[src/rtl/kcall_pkg.sv]
package kcall_pkg;
    localparam int NUM_ROUTINES = 5;
    localparam int SEL_W        = 3;

    typedef enum logic [SEL_W-1:0] {
        RT_RESCHED = 3'd0,
        RT_LOCK    = 3'd1,
        RT_UNLOCK  = 3'd2,
        RT_INT     = 3'd3,
        RT_IO      = 3'd4
    } routine_e;

    typedef enum logic [2:0] {
        PEND_IDLE,
        PEND_LOCK,
        PEND_UNLOCK,
        PEND_INT,
        PEND_IO
    } pend_e;

    typedef enum logic [2:0] {
        EV_NONE    = 3'd0,
        EV_TICK    = 3'd1,
        EV_IO      = 3'd2,
        EV_BLOCK   = 3'd3,
        EV_WAKE    = 3'd4,
        EV_UNCLASS = 3'd7
    } event_e;
endpackage

[src/rtl/kcall_addr_table.sv]
module kcall_addr_table
    import kcall_pkg::*;
#(
    parameter int ADDR_W = 32,
    parameter int N      = NUM_ROUTINES
) (
    input  logic              clk,
    input  logic              rst_n,
    input  logic              cfg_we,
    input  logic [SEL_W-1:0]  cfg_sel,
    input  logic [ADDR_W-1:0] cfg_addr,
    input  logic              bus_valid,
    input  logic [ADDR_W-1:0] bus_addr,
    output logic [N-1:0]      match
);
    typedef struct packed {
        logic [N-1:0]             armed;
        logic [N-1:0][ADDR_W-1:0] addr;
    } tbl_t;

    tbl_t tbl_d, tbl_q;

    always_comb begin
        tbl_d = tbl_q;
        for (int i = 0; i < N; i++) begin
            if (cfg_we && (cfg_sel == SEL_W'(i))) begin
                tbl_d.armed[i] = 1'b1;
                tbl_d.addr[i]  = cfg_addr;
            end
        end
    end

    always_ff @(posedge clk) begin
        if (!rst_n) tbl_q <= '0;
        else        tbl_q <= tbl_d;
    end

    for (genvar g = 0; g < N; g++) begin : g_cmp
        assign match[g] = tbl_q.armed[g] && bus_valid && (bus_addr == tbl_q.addr[g]);
    end


    no_match_without_valid_chk: assert property (@(posedge clk) disable iff (!rst_n)
        !bus_valid |-> (match == '0));
endmodule

[src/rtl/kcall_call_filter.sv]
module kcall_call_filter
    import kcall_pkg::*;
#(
    parameter int N = NUM_ROUTINES
) (
    input  logic             clk,
    input  logic             rst_n,
    input  logic [N-1:0]     match,
    output logic             call_new,
    output logic [SEL_W-1:0] call_id
);
    typedef struct packed {
        logic             hit;
        logic [SEL_W-1:0] id;
    } flt_t;

    flt_t flt_d, flt_q;
    logic hit;

    always_comb begin
        hit     = |match;
        call_id = '0;
        for (int i = N - 1; i >= 0; i--) begin
            if (match[i]) call_id = SEL_W'(i);
        end
        call_new  = hit && !(flt_q.hit && (flt_q.id == call_id));
        flt_d.hit = hit;
        flt_d.id  = call_id;
    end

    always_ff @(posedge clk) begin
        if (!rst_n) flt_q <= '0;
        else        flt_q <= flt_d;
    end


    dedup_chk: assert property (@(posedge clk) disable iff (!rst_n)
        call_new |=> !(call_new && (call_id == $past(call_id))));
endmodule

[src/rtl/kcall_seq_fsm.sv]
module kcall_seq_fsm
    import kcall_pkg::*;
(
    input  logic             clk,
    input  logic             rst_n,
    input  logic             call_new,
    input  logic [SEL_W-1:0] call_id,
    output logic             evt_valid,
    output logic [2:0]       evt_code,
    output logic             evt_leave
);
    typedef struct packed {
        pend_e  pend;
        logic   v;
        event_e code;
        logic   leave;
    } seq_t;

    seq_t seq_d, seq_q;

    always_comb begin
        seq_d       = seq_q;
        seq_d.v     = 1'b0;
        seq_d.code  = EV_NONE;
        seq_d.leave = 1'b0;
        if (call_new) begin
            if (call_id == RT_RESCHED) begin
                seq_d.v    = 1'b1;
                seq_d.pend = PEND_IDLE;
                unique case (seq_q.pend)
                    PEND_LOCK:   begin seq_d.code = EV_BLOCK; seq_d.leave = 1'b1; end
                    PEND_UNLOCK: seq_d.code = EV_WAKE;
                    PEND_INT:    seq_d.code = EV_TICK;
                    PEND_IO:     seq_d.code = EV_IO;
                    default:     seq_d.code = EV_UNCLASS;
                endcase
            end else begin
                unique case (call_id)
                    RT_LOCK:   seq_d.pend = PEND_LOCK;
                    RT_UNLOCK: seq_d.pend = PEND_UNLOCK;
                    RT_INT:    seq_d.pend = PEND_INT;
                    RT_IO:     seq_d.pend = PEND_IO;
                    default:   seq_d.pend = seq_q.pend;
                endcase
            end
        end
    end

    always_ff @(posedge clk) begin
        if (!rst_n) seq_q <= '{pend: PEND_IDLE, v: 1'b0, code: EV_NONE, leave: 1'b0};
        else        seq_q <= seq_d;
    end

    assign evt_valid = seq_q.v;
    assign evt_code  = seq_q.code;
    assign evt_leave = seq_q.leave;


    strobe_single_chk: assert property (@(posedge clk) disable iff (!rst_n)
        evt_valid |=> !evt_valid);


    block_flag_chk: assert property (@(posedge clk) disable iff (!rst_n)
        (call_new && (call_id == RT_RESCHED) && (seq_q.pend == PEND_LOCK))
        |=> (evt_valid && evt_leave && (evt_code == EV_BLOCK)));


    event_needs_resched_chk: assert property (@(posedge clk) disable iff (!rst_n)
        evt_valid |-> ($past(call_new) && ($past(call_id) == RT_RESCHED)));


    prefix_held_chk: assert property (@(posedge clk) disable iff (!rst_n)
        (call_new && (call_id != RT_RESCHED)) |=> (seq_q.pend != PEND_IDLE));
endmodule

[src/rtl/kcall_event_detector.sv]
module kcall_event_detector
    import kcall_pkg::*;
#(
    parameter int ADDR_W = 32
) (
    input  logic              clk,
    input  logic              rst_n,
    input  logic              cfg_we,
    input  logic [2:0]        cfg_sel,
    input  logic [ADDR_W-1:0] cfg_addr,
    input  logic              bus_valid,
    input  logic [ADDR_W-1:0] bus_addr,
    output logic              evt_valid,
    output logic [2:0]        evt_code,
    output logic              evt_leave_ready
);
    logic [NUM_ROUTINES-1:0] match;
    logic                    call_new;
    logic [SEL_W-1:0]        call_id;

    kcall_addr_table #(.ADDR_W(ADDR_W), .N(NUM_ROUTINES)) u_table (
        .clk       (clk),
        .rst_n     (rst_n),
        .cfg_we    (cfg_we),
        .cfg_sel   (cfg_sel),
        .cfg_addr  (cfg_addr),
        .bus_valid (bus_valid),
        .bus_addr  (bus_addr),
        .match     (match)
    );

    kcall_call_filter #(.N(NUM_ROUTINES)) u_filter (
        .clk      (clk),
        .rst_n    (rst_n),
        .match    (match),
        .call_new (call_new),
        .call_id  (call_id)
    );

    kcall_seq_fsm u_fsm (
        .clk       (clk),
        .rst_n     (rst_n),
        .call_new  (call_new),
        .call_id   (call_id),
        .evt_valid (evt_valid),
        .evt_code  (evt_code),
        .evt_leave (evt_leave_ready)
    );


    resched_priority_chk: assert property (@(posedge clk) disable iff (!rst_n)
        match[0] |-> (call_id == RT_RESCHED));
endmodule

[config.mk]
export PLATFORM = sky130hd
export DESIGN_NAME = kcall_event_detector
export DESIGN_NICKNAME = d
export VERILOG_FILES = /design/src/rtl/kcall_pkg.sv /design/src/rtl/kcall_addr_table.sv /design/src/rtl/kcall_call_filter.sv /design/src/rtl/kcall_seq_fsm.sv /design/src/rtl/kcall_event_detector.sv
export SDC_FILE = /design/constraint.sdc
export NUM_CORES = 1
export LEC_CHECK = 0
export BUFFER_PORTS_ARGS = -buffer_cell sky130_fd_sc_hd__buf_4
export CAP_MARGIN = 20
export CORE_UTILIZATION = 40
export DETAILED_ROUTE_END_ITERATION = 6
export GPL_TIMING_DRIVEN = 0
export RECOVER_POWER = 25
export SLEW_MARGIN = 20
export SYNTH_ARGS = -nofsm -noshare
export SYNTH_HDL_FRONTEND = slang
export SYNTH_HIERARCHICAL = 1
export SYNTH_SLANG_ARGS = --single-unit
[constraint.sdc]
create_clock -name clk -period 6.4 [get_ports clk]
set_clock_uncertainty 0.2 [all_clocks]
set_input_delay 0 -clock clk [delete_from_list [all_inputs] [get_ports clk]]
set_output_delay 0 -clock clk [all_outputs]
set_load 0.005 [all_outputs]
==> results.yml <==
logic_synthesis:
  synth_area_leaders: "dfxtp_1 (40%), nand2_1 (14%), a21boi_0 (11%)"
  ys_ff_latch: 177
  yosys_warnings: 6
  postSynthAreaPerCell_um2: 8.55
  postSynthCellCount: 1030
  ys_types: 44
  yosysMostFrequentCell: "nand2_1"
  yosys.area.top_type: "dfxtp_1"
  syn_nets: 1101
  synth-edff-count: 0
  syn_area_um2: 8810
  synth_top_area_share_pct: 40.2
  async_reset_ff_share_pct: 0
  synthTopCellsByCount: "nand2_1 (323), dfxtp_1 (177), a21boi_0 (130), xor2_1 (81), xnor2_1 (69)"
  ys.flop_type: "dfxtp_1"
  yosysSeqAreaShare_pct: 40.2
global_routing:
  first_global_vias: 6798
  use_met2_pct: 41.5
  grt_pass1_wl_um: 42400
  grt-busiest-layer: "met2"
  overflow: 0
  gr-usage-met3_pct: 5.36
  grt.total_usage_pct: 26.4
  antenna_found_initial: 0
  use_met1_pct: 35.7
  grt_max_degree: 17
critical_path:
  crit_required_ns: 6.55
  end_kind: "register"
  worstSetupPathType: "register to register"
  cp_max_fo: 6
  cp.arrival_ns: 4.24
  startpoint_type: "register"
cts:
  cts_tree: "done"
  post_cts_buffers: 0
  cts-resized-gates: 0
  cts_buffers: 17
  htree_levels: 4
  clock-root-buffer: "clkbuf_16"
  clk_latency_ns: 0.44
  cts_sinks: 177
  clk_pin_slew_ns: 0.07
  cts_buffer_depth: 2
power_and_ir_drop:
  finalPower_mw: 2.63
  peakVddDrop_v: 0.000198
  powerDensity_nw_per_um2: 249
  p_leak_nw: 3.81
floorplanning:
  rows: 53
  dieArea_um2: 22600
  pin_count: 76
  core_area_um2: 21300
  die_x_um: 150
  start_util_pct: 41.4
  die_h_um: 150
outcome:
  outcome: "completed"
timing:
  hold_ws_ns: 0.0559
  hold_viol_final: 0
  rsz0062_at_grt: "no"
  fin_tns_setup_ns: 0
  final.min_clock_period_ns: 4.09
  slew_headroom_pct: 46.3
  worstMarginPinSlew_ns: 0.805
  finalCritPeriodShare_pct: 63.9
  timing.fmax_ghz: 0.245
  finalMaxSlewViolations: 0
  finalSetupViolCount: 0
routing:
  vias_per_cell: 5.18
  route.detailed.drc: 0
  first_iter_violations: 591
  num_vias: 7364
  totalWireLength_um: 28800
  detail_route.first_pass.iterations: 5
  ant_nets: 0
  wl_per_cell_um: 20.3
layout:
  diodes: 0
  drive_gt1_share_pct: 12.8
  seq_area_um2: 3540
  fill_cells: 2065
  fin_nets: 1205
  multiInputGateArea_um2: 4680
  syn_to_final_growth_pct: 19.8
worst_hold_path:
  hold_path_class: "input port to register"
place:
  dp_hpwl_um: 21400
  gp_congestion: 0.945
  port_buffers: 43
run:
  max_cap_violations: 0
## routing by layer
layer / wire length [um] / vias to the layer above
li1: - / 3546
met1: 12800 / 3498
met2: 13000 / 279
met3: 2120 / 41
met4: 866 / 0
met5: 0 / -
## logic make-up after synthesis
| logic type | count (synthesis) | share of synthesized area [%] |
|---|---|---|
| simple gates | 419 | 21.0 |
| buf+inv | 96 | 6.65 |
| flops | 177 | 40.2 |
| xor+xnor | 161 | 16.9 |
| compound gates | 177 | 15.2 |
## registers in the layout (all words and copies together) (netlist names)
| register | cells |
|---|---|
| u_table/tbl_q | 165 |
| u_filter/flt_q | 4 |
| u_fsm/evt_code | 3 |
| u_fsm/seq_q | 3 |
| u_fsm/evt_valid | 1 |
| u_fsm/evt_leave | 1 |
## final cells by class
| type | count | area share, % |
|---|---|---|
| buffer | 89 | 5.22 |
| tap | 275 | 3.26 |
| clock inverter | 13 | 2.18 |
| inverter | 7 | 0.249 |
| clock buffer | 19 | 4.20 |
| timing repair buffer | 85 | 6.97 |
| multi-input combinational | 757 | 44.3 |
| sequential | 177 | 33.6 |
## cell usage in the layout (no fill, tap or decap), types with 17 or more instances in the layout
cell and n:
clkbuf_1 39, nor4_1 20, a21boi_0 143, dlygate4sd3_1 42
nand4_1 20, buf_4 54, buf_6 17, xnor2_1 69
a21boi_1 18, clkbuf_16 17, xor2_1 81, nand2_1 323
dfxtp_1 177, buf_2 17
## worst paths after layout
path                            from            endpoint  slack [ns]  cells after the start
setup reg to reg  u_table/tbl_q[151]     u_fsm/evt_leave        2.31                     11
hold reg to reg   u_table/tbl_q[141]  u_table/tbl_q[141]        0.26                      2
setup / recovery  u_table/tbl_q[151]     u_fsm/evt_leave        2.31                     11
hold / removal          bus_addr[18]   u_filter/flt_q[2]        0.06                      5
## per-stage QoR
stage | setup WS [ns] | instance area (um^2) | cells | utilization [%]
2_1_floorplan | 3.30 | 8810 | 1030 | -
3_3_place_gp | 2.58 | 9480 | 1348 | 44.5
3_5_place_dp | 2.56 | 9480 | 1348 | 44.5
4_1_cts | 2.38 | 10600 | 1422 | 49.7
5_1_grt | 2.14 | 10600 | 1422 | 49.6
6_report | 2.31 | 10600 | 1422 | 49.6
## power by group
group | total, mW | switching [mW] | internal [mW]
Sequential | 1.14 | 0.0151 | 1.12
Combinational | 0.289 | 0.169 | 0.120
Clock | 1.20 | 0.457 | 0.744
## worst max-delay path: stages, from the launching register on
cell           delay (ns)
dfxtp_1              0.34
xnor2_2              0.24
nand4_1              0.12
dlygate4sd3_1        0.57
or4_1                0.56
nor3_2               0.24
dlygate4sd3_1        0.61
inv_1                0.05
a21oi_1              0.29
or3b_1               0.40
buf_6                0.14
nor4b_2              0.24
## timing repair
action | in CTS | in global routing
endpoints found under the setup margin | 0 | 0
hold endpoints to repair | 172 | 0
hold buffers | 42 | 0
No activity file was read; power rests on OpenSTA's default activity.
